[config.mk]
export PLATFORM = sky130hd
export DESIGN_NAME = pager_window_map
export DESIGN_NICKNAME = d
export VERILOG_FILES = /design/src/rtl/pmap_pkg.sv /design/src/rtl/pmap_page_regs.sv /design/src/rtl/pmap_window_decode.sv /design/src/rtl/pmap_addr_form.sv /design/src/rtl/pager_window_map.sv
export SDC_FILE = /design/constraint.sdc
export NUM_CORES = 1
export LEC_CHECK = 0
export CORE_MARGIN = 2
export CORE_UTILIZATION = 55
export CTS_CLUSTER_DIAMETER = 150
export DETAILED_ROUTE_END_ITERATION = 16
export DONT_BUFFER_PORTS = 1
export GPL_ROUTABILITY_DRIVEN = 0
export PLACE_DENSITY = 0.81
export SLEW_MARGIN = 10
export SYNTH_ARGS = -nofsm -noshare
export SYNTH_HDL_FRONTEND = slang
export SYNTH_SLANG_ARGS = --single-unit
[constraint.sdc]
create_clock -name clk -period 3 [get_ports clk]
set_clock_uncertainty 0.2 [all_clocks]
set_input_delay 0.9 -clock clk [delete_from_list [all_inputs] [get_ports clk]]
set_output_delay 0.9 -clock clk [all_outputs]
set_load 0.03 [all_outputs]
[src/rtl/pmap_pkg.sv]
package pmap_pkg;
  localparam int unsigned ADDR_W   = 20;
  localparam int unsigned DATA_W   = 8;
  localparam int unsigned OFF_W    = 14;
  localparam int unsigned SEL_W    = 2;
  localparam int unsigned PNUM_W   = 8;
  localparam int unsigned IO_AW    = 8;

  typedef enum logic [1:0] {
    ROUTE_CONV = 2'd0,
    ROUTE_EXP  = 2'd1,
    ROUTE_DROP = 2'd2
  } route_e;
endpackage

[src/rtl/pmap_page_regs.sv]
module pmap_page_regs #(
  parameter int unsigned SEL_W   = 2,
  parameter int unsigned PNUM_W  = 8,
  parameter int unsigned IO_AW   = 8,
  parameter logic [IO_AW-1:0] IO_BASE = 8'h68,
  localparam int unsigned NSLOT  = 1 << SEL_W
) (
  input  logic                          clk,
  input  logic                          rst,
  input  logic                          io_wr_en,
  input  logic [IO_AW-1:0]              io_addr,
  input  logic [PNUM_W:0]               io_wdata,
  output logic [NSLOT-1:0][PNUM_W-1:0]  page_num,
  output logic [NSLOT-1:0]              page_en
);
  logic port_hit;
  logic [SEL_W-1:0] wr_slot;

  assign port_hit = io_wr_en && (io_addr[IO_AW-1:SEL_W] == IO_BASE[IO_AW-1:SEL_W]);
  assign wr_slot  = io_addr[SEL_W-1:0];

  for (genvar k = 0; k < NSLOT; k++) begin : g_slot
    logic sel;
    assign sel = port_hit && (wr_slot == SEL_W'(k));

    always_ff @(posedge clk) begin
      if (rst) begin
        page_en[k]  <= 1'b0;
        page_num[k] <= '0;
      end else if (sel) begin
        page_en[k]  <= io_wdata[PNUM_W];
        page_num[k] <= io_wdata[PNUM_W-1:0];
      end
    end
  end
endmodule

[src/rtl/pmap_window_decode.sv]
module pmap_window_decode #(
  parameter int unsigned ADDR_W = 20,
  parameter int unsigned OFF_W  = 14,
  parameter int unsigned SEL_W  = 2,
  parameter logic [ADDR_W-1:0] WIN_BASE = 20'hE0000,
  localparam int unsigned HI_W  = ADDR_W - OFF_W
) (
  input  logic [HI_W-1:0]  addr_hi,
  output logic             win_hit,
  output logic [SEL_W-1:0] slot
);
  assign win_hit = (addr_hi[HI_W-1:SEL_W] == WIN_BASE[ADDR_W-1:OFF_W+SEL_W]);
  assign slot    = addr_hi[SEL_W-1:0];
endmodule

[src/rtl/pmap_addr_form.sv]
module pmap_addr_form #(
  parameter int unsigned SEL_W  = 2,
  parameter int unsigned PNUM_W = 8,
  parameter int unsigned OFF_W  = 14,
  localparam int unsigned NSLOT = 1 << SEL_W,
  localparam int unsigned EXP_W = PNUM_W + OFF_W
) (
  input  logic [NSLOT-1:0][PNUM_W-1:0] page_num,
  input  logic [NSLOT-1:0]             page_en,
  input  logic [SEL_W-1:0]             slot,
  input  logic [OFF_W-1:0]             offset,
  output logic [EXP_W-1:0]             exp_addr,
  output logic                         slot_en
);
  assign exp_addr = {page_num[slot], offset};
  assign slot_en  = page_en[slot];
endmodule

[src/rtl/pager_window_map.sv]
module pager_window_map
  import pmap_pkg::*;
#(
  parameter int unsigned A_W     = ADDR_W,
  parameter int unsigned D_W     = DATA_W,
  parameter int unsigned O_W     = OFF_W,
  parameter int unsigned S_W     = SEL_W,
  parameter int unsigned P_W     = PNUM_W,
  parameter int unsigned IOA_W   = IO_AW,
  parameter logic [A_W-1:0]   WIN_BASE = 20'hE0000,
  parameter logic [IOA_W-1:0] IO_BASE  = 8'h68,
  localparam int unsigned NSLOT  = 1 << S_W,
  localparam int unsigned EXP_W  = P_W + O_W
) (
  input  logic             clk,
  input  logic             rst,
  input  logic             io_wr_en,
  input  logic [IOA_W-1:0] io_addr,
  input  logic [P_W:0]     io_wdata,
  input  logic             cpu_req_valid,
  output logic             cpu_req_ready,
  input  logic             cpu_req_we,
  input  logic [A_W-1:0]   cpu_req_addr,
  input  logic [D_W-1:0]   cpu_req_wdata,
  output logic [D_W-1:0]   cpu_rdata,
  output logic             conv_req_valid,
  input  logic             conv_req_ready,
  output logic             conv_req_we,
  output logic [A_W-1:0]   conv_req_addr,
  output logic [D_W-1:0]   conv_req_wdata,
  input  logic [D_W-1:0]   conv_rdata,
  output logic             exp_req_valid,
  input  logic             exp_req_ready,
  output logic             exp_req_we,
  output logic [EXP_W-1:0] exp_req_addr,
  output logic [D_W-1:0]   exp_req_wdata,
  input  logic [D_W-1:0]   exp_rdata
);
  logic [NSLOT-1:0][P_W-1:0] page_num;
  logic [NSLOT-1:0]          page_en;
  logic                      win_hit;
  logic [S_W-1:0]            slot;
  logic                      slot_en;
  route_e                    route;

  pmap_page_regs #(
    .SEL_W(S_W), .PNUM_W(P_W), .IO_AW(IOA_W), .IO_BASE(IO_BASE)
  ) u_regs (
    .clk(clk), .rst(rst), .io_wr_en(io_wr_en), .io_addr(io_addr),
    .io_wdata(io_wdata), .page_num(page_num), .page_en(page_en)
  );

  pmap_window_decode #(
    .ADDR_W(A_W), .OFF_W(O_W), .SEL_W(S_W), .WIN_BASE(WIN_BASE)
  ) u_dec (
    .addr_hi(cpu_req_addr[A_W-1:O_W]), .win_hit(win_hit), .slot(slot)
  );

  pmap_addr_form #(
    .SEL_W(S_W), .PNUM_W(P_W), .OFF_W(O_W)
  ) u_form (
    .page_num(page_num), .page_en(page_en), .slot(slot),
    .offset(cpu_req_addr[O_W-1:0]), .exp_addr(exp_req_addr), .slot_en(slot_en)
  );

  always_comb begin
    if (!win_hit)     route = ROUTE_CONV;
    else if (slot_en) route = ROUTE_EXP;
    else              route = ROUTE_DROP;
  end

  assign conv_req_valid = cpu_req_valid && (route == ROUTE_CONV);
  assign exp_req_valid  = cpu_req_valid && (route == ROUTE_EXP);
  assign conv_req_addr  = cpu_req_addr;
  assign conv_req_we    = cpu_req_we;
  assign conv_req_wdata = cpu_req_wdata;
  assign exp_req_we     = cpu_req_we;
  assign exp_req_wdata  = cpu_req_wdata;

  always_comb begin
    unique case (route)
      ROUTE_CONV: begin cpu_req_ready = conv_req_ready; cpu_rdata = conv_rdata; end
      ROUTE_EXP:  begin cpu_req_ready = exp_req_ready;  cpu_rdata = exp_rdata;  end
      default:    begin cpu_req_ready = 1'b1;           cpu_rdata = '1;         end
    endcase
  end
endmodule

==> results.cfg, run 1 <==
[die]
rows = 23
pin_count = 139
initial_core_util_pct = 56.8
die_w_um = 68.1
die_y_um = 68.1
core_um2 = 3970
die_area_um2 = 4630

[pwr]
power_switching_uw = 198
power_frac_seq_pct = 55.5
switching_share_pct = 23.0
p_per_area_nw_per_um2 = 413
ir_drop_v = 0.000284
clockPowerShare_pct = 36.7
p_comb_share_pct = 7.7
power_leakage_uw = 0.000850
internal-power_uw = 664

[placed_design]
dp.cells = 218
place_area_um2 = 2010
hpwl_um = 3660
port-buffer-count = 0

[clock_network]
cts_buffers = 5
cts_tree = done
cts.sinks = 36
h-tree-depth = 2
clk_latency_ns = 0.28
clock_path_buffers = 2
clkTransAtPathRegs_ns = 0.07
cts_hold_buf = 0
cts_root_buffer = clkbuf_8
cts_setup_buffers = 0
cts_resized = 0

[yosys]
netlist_top_cells_area = dfxtp_1, buf_4, mux2i_1
syn_area_per_cell_um2 = 9.90
ys_warn_count = 0
ys_seq_elements = 36
syn-instance-count = 228
synth.distinct_cells = 21
synth_top_area_cell = dfxtp_1
yosys.area.top_type_share_pct = 31.9
synth_area_um2 = 2260
yosysSeqAreaShare_pct = 31.9
syn_nets = 296

[drt]
drtPass1Iterations = 3
drt_iter0_drc = 26
vias = 1384
routed_wl_um = 4760
viasPerCell = 6.15
wire_per_inst_um = 21.2
final_antenna_net_count = 0
drc = 0

[worst_hold_path]
hold_path_depth = 2
hold_class = flip-flop to flip-flop
hold-path-endpoint = u_regs.page_num[10]
worstHoldStart = u_regs.page_num[10]

[worst_setup_path]
crit_arrival_ns = 1.85
worstPathMaxFanout = 10
critPathKind = input pin to output port
r2r_cells = 2
cp-start-kind = input pin
r2r-end = u_regs.page_num[16]
reg2reg_slack_ns = 2.18
critPathCaptureType = output port
timing.rr.start = u_regs.page_num[16]
cp.required_ns = 1.90

[global_routing]
grt_pass1_wl_um = 6950
grt_pass1_vias = 1412
overflow = 0
antenna_found_initial = 0
grt_max_degree = 46
track_usage_pct = 20.9

[sta]
fmax_ghz = 0.339
slew_violations = 0
setup_viol = 0
hold_viol_final = 0
rsz0062_at_grt = no
post-route-period-util_pct = 98.3
final.min_clock_period_ns = 2.95
tightestPinTransition_ns = 0.648
relSlewSlack_pct = 56.8

[final_layout]
stdcell_area_um2 = 2080
final_layout_size_suffix_gt1_share_pct = 12.0
post-route-util_pct = 52.5
layout_commonest_cell = nand2b_1
final_cell_mix = nand2b_1, mux2i_1, dfxtp_1, nor2_1, a21oi_4
fin_nets = 243
area_delta_synth_final_pct = -7.65
antennaDiodeCount = 0
instances_no_fill = 225

[status]
outcome = finished clean

[job]
maxCapViolCount = 0
-- sequential cells by signal, indices dropped and copies added, names as in the netlist --
name	flops
u_regs.page_en	4
u_regs.page_num	32
-- metrics by stage --
step           TNS (ns)  hold slack (ns)  power, µW  worst slack, ns
6_report              0            0.272        862           0.0524
5_1_grt               0            0.291        899           0.0297
4_1_cts               0            0.275        867           0.0447
3_5_place_dp          0            0.263        556           0.0448
3_3_place_gp          0            0.252        555           0.0476
2_1_floorplan    -0.295            0.244        689          -0.0325
-- worst max path at each step --
stage                     startpoint            to  slack, ns  cells past startpoint
finish              cpu_req_addr[15]  cpu_rdata[1]       0.05                      3
floorplan           cpu_req_addr[15]  cpu_rdata[0]      -0.03                      4
global placement    cpu_req_addr[15]  cpu_rdata[6]       0.05                      3
global route        cpu_req_addr[15]  cpu_rdata[1]       0.03                      3
detailed placement  cpu_req_addr[15]  cpu_rdata[1]       0.04                      3
CTS                 cpu_req_addr[15]  cpu_rdata[1]       0.04                      3
-- power by group through the flow --
stage | clock network (µW) | logic [µW] | registers, µW
2_1_floorplan | 0 | 200 | 489
3_5_place_dp | 0 | 66.8 | 489
5_1_grt | 351 | 70.0 | 478
3_3_place_gp | 0 | 65.4 | 489
6_report | 317 | 66.6 | 479
4_1_cts | 322 | 67.1 | 479
-- synthesized netlist by cell type (all sizes together) --
library cell / n
a21oi: 9
and2: 1
and3: 1
and3b: 1
and4b: 3
buf: 60
clkbuf: 4
dfxtp: 36
mux2i: 36
mux4: 9
nand2b: 45
nand3: 1
nand4: 1
nand4b: 1
nor2: 18
nor3b: 1
nor4b: 1
-- routing by layer --
metal / vias to the layer above / track usage [%] / wire, µm
met5: - / 0 / 0
li1: 614 / - / -
met4: 0 / 8.50 / 96
met1: 674 / 20.5 / 1640
met3: 13 / 9.38 / 525
met2: 83 / 38.0 / 2500
-- layout make-up --
type | count | area, µm²
Timing Repair Buffer | 4 | 42.5
Fill cell | 354 | 1890
Clock buffer | 6 | 72.6
Tap cell | 50 | 62.6
Multi-Input combinational cell | 128 | 1180
Clock inverter | 1 | 5.00
Sequential cell | 36 | 721
-- logic make-up (layout without fill, tap and decap cells) --
| kind of cell | Yosys count | after routing | synth area share, % |
|---|---|---|---|
| AO/OA/AOI/OAI | 9 | 9 | 2.00 |
| buffers and inverters | 64 | 11 | 20.5 |
| flip-flops | 36 | 36 | 31.9 |
| multiplexers | 45 | 45 | 26.3 |
| AND/OR/NAND/NOR | 74 | 74 | 19.3 |
-- critical path, cell delays in order --
cell	delay, ns
mux4_2	0.52
buf_12	0.18
a21oi_4	0.25
Power figures use the tool's default switching activity.
==> run 2, diff against run 1 <==
- ABC_AREA: unset -> 1
- clock period: 3 -> 2.76 ns (I/O delays scaled with it)
==> results.cfg, run 2 <==
[worst_setup_path]
r2r-end = u_regs.page_num[5]
r2r_cells = 4
cp.required_ns = 1.73
critPathKind = input pin to output port
reg2reg_slack_ns = 1.91
cp-start-kind = input pin
critPathCaptureType = output port
crit_arrival_ns = 1.64
timing.rr.start = u_regs.page_num[5]
worstPathMaxFanout = 20

[yosys]
syn_area_per_cell_um2 = 6.11
synthTopCellsByCount = inv_1, nand2_1, buf_4
synth-async-reset-ratio_pct = 0
netlist_top_cells_area = dfxtp_1, buf_4, inv_1
synth_top_area_cell = dfxtp_1
synth_area_um2 = 2730
syn_nets = 515
synth_flop_cell = dfxtp_1
synth-adder-area-share_pct = 0
synth_edf_count = 0
yosysSeqAreaShare_pct = 26.4
synth_top_family_by_area = simple AND/OR/NAND/NOR gates
ys_warn_count = 0
synth_compound_gate_area_share_pct = 5.86
synth.area.mux_share_pct = 0
yosys.area_share.simple_pct = 35.5
yosys.area_share.xor_xnor_pct = 0
yosysMostFrequentCell = inv_1
synth.distinct_cells = 22
syn-instance-count = 447
yosys.area.top_type_share_pct = 26.4
ys_seq_elements = 36

[placed_design]
port-buffer-count = 0
place_area_um2 = 2530
hpwl_um = 4370
dp_slack_ns = 0.0960

[pwr]
p_comb_share_pct = 14.7
ir_drop_v = 0.000324
p_per_area_nw_per_um2 = 455
power_leakage_uw = 0.00129
switching_share_pct = 26.4
internal-power_uw = 891
power_switching_uw = 319
clockPowerShare_pct = 42.3
power_frac_seq_pct = 43.0

[drt]
vias = 2307
wire_per_inst_um = 13.4
met3WireLength_um = 403
highest_layer = met4
wl_met1_um = 2460
wl_met2_um = 3340
drt_iter0_drc = 98
drtPass1Iterations = 5
final_antenna_net_count = 0
viasPerCell = 4.92
routed_wl_um = 6280
drc = 0

[die]
pin_count = 139
die_y_um = 74.5
die_area_um2 = 5550
core_um2 = 4750
rows = 25
initial_core_util_pct = 57.5
die_w_um = 74.5

[clock_network]
cts_buffers = 5
clkTransAtPathRegs_ns = 0.07
cts_setup_buffers = 0
cts_tree = done
cts_hold_buf = 0
h-tree-depth = 2
clock_path_buffers = 2
cts_root_buffer = clkbuf_8
cts.sinks = 36
clk_latency_ns = 0.29

[worst_hold_path]
hold_path_depth = 4
hold-path-endpoint = u_regs.page_num[22]
hold_class = flip-flop to flip-flop
worstHoldStart = u_regs.page_num[22]

[sta]
finalWorstSetupSlack_ns = 0.0936
tightestPinTransition_ns = 0.965
relSlewSlack_pct = 35.3
setup_viol = 0
tns_ns = 0
fmax_ghz = 0.375
slew_violations = 0
post-route-period-util_pct = 96.6
hold_viol_final = 0
rsz0062_at_grt = no
final.min_clock_period_ns = 2.67

[global_routing]
grt_pass1_wl_um = 9600
grt_max_degree = 41
overflow = 0
antenna_found_initial = 0
track_usage_pct = 23.4
grt_pass1_vias = 2129

[status]
outcome = finished clean

[final_layout]
final_cell_mix = inv_1, nand2_1, nor2_1, nand4_1, dfxtp_1
antennaDiodeCount = 0
largest_register_ffs = 32
stdcell_area_um2 = 2660
post-route-util_pct = 55.9
fin_nets = 469
area_delta_synth_final_pct = -2.66
reg_top3 = u_regs.page_num x32, u_regs.page_en x4
regMostFlops = u_regs.page_num
layout_commonest_cell = inv_1
final_layout_size_suffix_gt1_share_pct = 12.2

[job]
maxCapViolCount = 0
-- run 2: worst max-delay path: stages --
cell and delay (ns):
inv_1 0.02, nor3_1 0.17, buf_4 0.23, or2_1 0.12, nand2_1 0.05, inv_1 0.20
-- run 2: worst max path at each step --
stage	from	endpoint	slack, ns	depth (start not counted)
2_1_floorplan	cpu_req_addr[14]	exp_req_valid	0.005	6
3_3_place_gp	cpu_req_addr[17]	cpu_rdata[7]	0.14	6
3_5_place_dp	cpu_req_addr[17]	cpu_rdata[5]	0.1	6
4_1_cts	cpu_req_addr[17]	cpu_rdata[4]	0.09	6
5_1_grt	cpu_req_addr[17]	cpu_req_ready	0.006	6
6_report	cpu_req_addr[17]	cpu_rdata[6]	0.09	6
-- run 2: power by group through the flow --
| stage | Clock (µW) | Sequential (µW) | Combinational, µW |
|---|---|---|---|
| 2_1_floorplan | 0 | 533 | 275 |
| 3_3_place_gp | 0 | 533 | 173 |
| 3_5_place_dp | 0 | 533 | 175 |
| 4_1_cts | 519 | 521 | 176 |
| 5_1_grt | 536 | 521 | 194 |
| 6_report | 512 | 521 | 177 |
-- run 2: what timing repair did --
item,CTS,global route
hold endpoints to repair,0,0
resized for setup,0,3
setup endpoints to repair,0,3
-- run 2: cells by family after synthesis --
group | Yosys count
buffers and inverters | 176
AND/OR/NAND/NOR | 203
AO/OA/AOI/OAI | 32
flip-flops | 36
-- run 2: per-stage QoR --
stage | hold WS, ns | total power, µW | instances
after global routing | 0.328 | 1250 | 469
after global placement | 0.296 | 706 | 461
after floorplan | 0.286 | 808 | 447
final | 0.313 | 1210 | 469
after CTS | 0.311 | 1220 | 469
after detailed placement | 0.298 | 708 | 461
-- run 2: cell type report --
type	instances	area, µm²
inverter	107	402
clock buffer	7	96.3
clock inverter	1	30.0
sequential	36	721
tap	67	83.8
timing repair buffer	16	158
multi-input combinational	235	1170
fill	503	2090
-- run 2: routing by layer --
layer / up-vias / track usage [%]
met5: - / 0
met4: 0 / 7.14
met3: 11 / 5.56
met2: 104 / 46.5
met1: 997 / 23.6
li1: 1195 / -
==> run 3, diff against run 2 <==
- CELL_PAD_IN_SITES_DETAIL_PLACEMENT: unset -> 1
- CELL_PAD_IN_SITES_GLOBAL_PLACEMENT: unset -> 1
- CORE_UTILIZATION: 55 -> 37
- PLACE_DENSITY: 0.81 -> 0.86
- clock period: 2.76 -> 2.3 ns (I/O delays scaled with it)
==> results.cfg, run 3 (synthesis results as in run 2) <==
[status]
outcome = finished with violations
violations = negative setup slack

[sta]
tightestPinTransition_ns = 0.428
final.min_clock_period_ns = 2.34
rsz0062_at_grt = yes
hold_viol_final = 0
relSlewSlack_pct = 71.5
post-route-period-util_pct = 102
setup_viol = 15
fmax_ghz = 0.427
hold_slack_ns = 0.321
slew_violations = 0
finalWorstSetupSlack_ns = -0.0435

[placed_design]
dp_slack_ns = -0.0331
port-buffer-count = 0
hpwl_um = 4970
dp.cells = 493

[worst_setup_path]
slowest_stage = buf_12
crit_arrival_ns = 1.45
reg2reg_slack_ns = 1.32
worstPathMaxFanout = 8
critPathKind = input pin to output port
cp-endpoint = exp_req_addr[17]
worstSetupStartpoint = cpu_req_addr[15]
cp_common_cell = a21oi_2
timing.rr.start = u_regs.page_num[26]
r2r-end = u_regs.page_num[26]
cp-start-kind = input pin
cpPeakStageDelay_ns = 0.20
cp.required_ns = 1.41
crit_chain = clkinvlp_4, buf_12, o21ai_2, a21oi_2, a21oi_2, buf_6
r2r_cells = 4
critPathCaptureType = output port

[die]
die_w_um = 89.9
rows = 31
core_um2 = 7210
pin_count = 139
initial_core_util_pct = 37.9
die_area_um2 = 8090
die_y_um = 89.9

[pwr]
internal-power_uw = 953
clockPowerShare_pct = 35.5
switching_share_pct = 30.5
ir_drop_v = 0.000224
power_leakage_uw = 0.00134
p_per_area_nw_per_um2 = 468
power_frac_seq_pct = 45.6
power_switching_uw = 417
finalPower_uw = 1370
p_comb_share_pct = 19.0

[clock_network]
cts_hold_buf = 0
cts_setup_buffers = 0
cts_tree = done
cts.sinks = 36
h-tree-depth = 2
clock_path_buffers = 2
cts_root_buffer = clkbuf_8
clk_latency_ns = 0.29
cts_buffers = 5
clkTransAtPathRegs_ns = 0.07

[global_routing]
grt_pass1_wl_um = 12800
globalRouteMet2Util_pct = 34.5
grt_use_met1_pct = 22.9
grt_pass1_vias = 2659
overflow = 0
antenna_found_initial = 0
busiest_layer = met2
grt_max_degree = 41
track_usage_pct = 19.2
use_met3_pct = 3.60

[final_layout]
final_cell_mix = nand2_1, inv_1, nor2_1, nand4_1, dfxtp_1
largest_register_ffs = 32
area_delta_synth_final_pct = 7.23
final_layout_size_suffix_gt1_share_pct = 20.9
instances_no_fill = 505
reg_top3 = u_regs.page_num x32, u_regs.page_en x4
antennaDiodeCount = 0
layout_commonest_cell = nand2_1
regMostFlops = u_regs.page_num
fin_nets = 473

[worst_hold_path]
hold_class = flip-flop to flip-flop
worstHoldStart = u_regs.page_num[30]

[drt]
final_antenna_net_count = 0
vias = 2487
drtPass1Iterations = 5
viasPerCell = 4.92
drt_iter0_drc = 105
drc = 0
routed_wl_um = 7810
wire_per_inst_um = 15.5

[job]
maxCapViolCount = 0
run 3: per-stage QoR:
step | util, % | cell area, µm² | setup TNS, ns
after floorplan | - | 2780 | 0
after global placement | 36.1 | 2600 | -0.00440
after detailed placement | 36.1 | 2600 | -0.149
after CTS | 39.6 | 2860 | -0.184
after global routing | 40.6 | 2930 | -1.04
final | 40.6 | 2930 | -0.251
run 3: layout make-up:
type                    instances  area (µm²)
repair buffers                 20         262
multi-input cells             235        1320
well taps                      99         124
fillers                       957        4280
inverters                     107         415
clock buffers                   8        90.1
flip-flops and latches         36         721
run 3: repair_timing:
| action | CTS | global route |
|---|---|---|
| gates cloned | 3 | 1 |
| resized for setup | 40 | 18 |
| pin swaps | 2 | 4 |
| endpoints found under the setup margin | 12 | 18 |
run 3: metal layers:
layer	wire, µm	share of wire [%]
met5	0	0
met4	186	2.4
met3	341	4.4
met2	3920	50
met1	3360	43
run 3: critical path: cells and delay by family:
kind                   cells  cell delay, ns
buffers and inverters      3            0.49
AOI/OAI and AO/OA          3            0.27
run 3: how the worst min path moves through the flow:
| stage | endpoint | cells past startpoint |
|---|---|---|
| 3_3_place_gp | u_regs.page_num[27] | 4 |
| 5_1_grt | u_regs.page_num[1] | 4 |
| 2_1_floorplan | u_regs.page_num[16] | 4 |
| 3_5_place_dp | u_regs.page_num[3] | 4 |
| 6_report | u_regs.page_num[30] | 4 |
| 4_1_cts | u_regs.page_num[30] | 4 |
run 3: power by group through the flow:
stage,registers [µW],clock network (µW),logic [µW]
global placement,639,0,217
finish,625,486,260
floorplan,639,0,335
CTS,625,486,250
global route,625,513,279
detailed placement,639,0,222
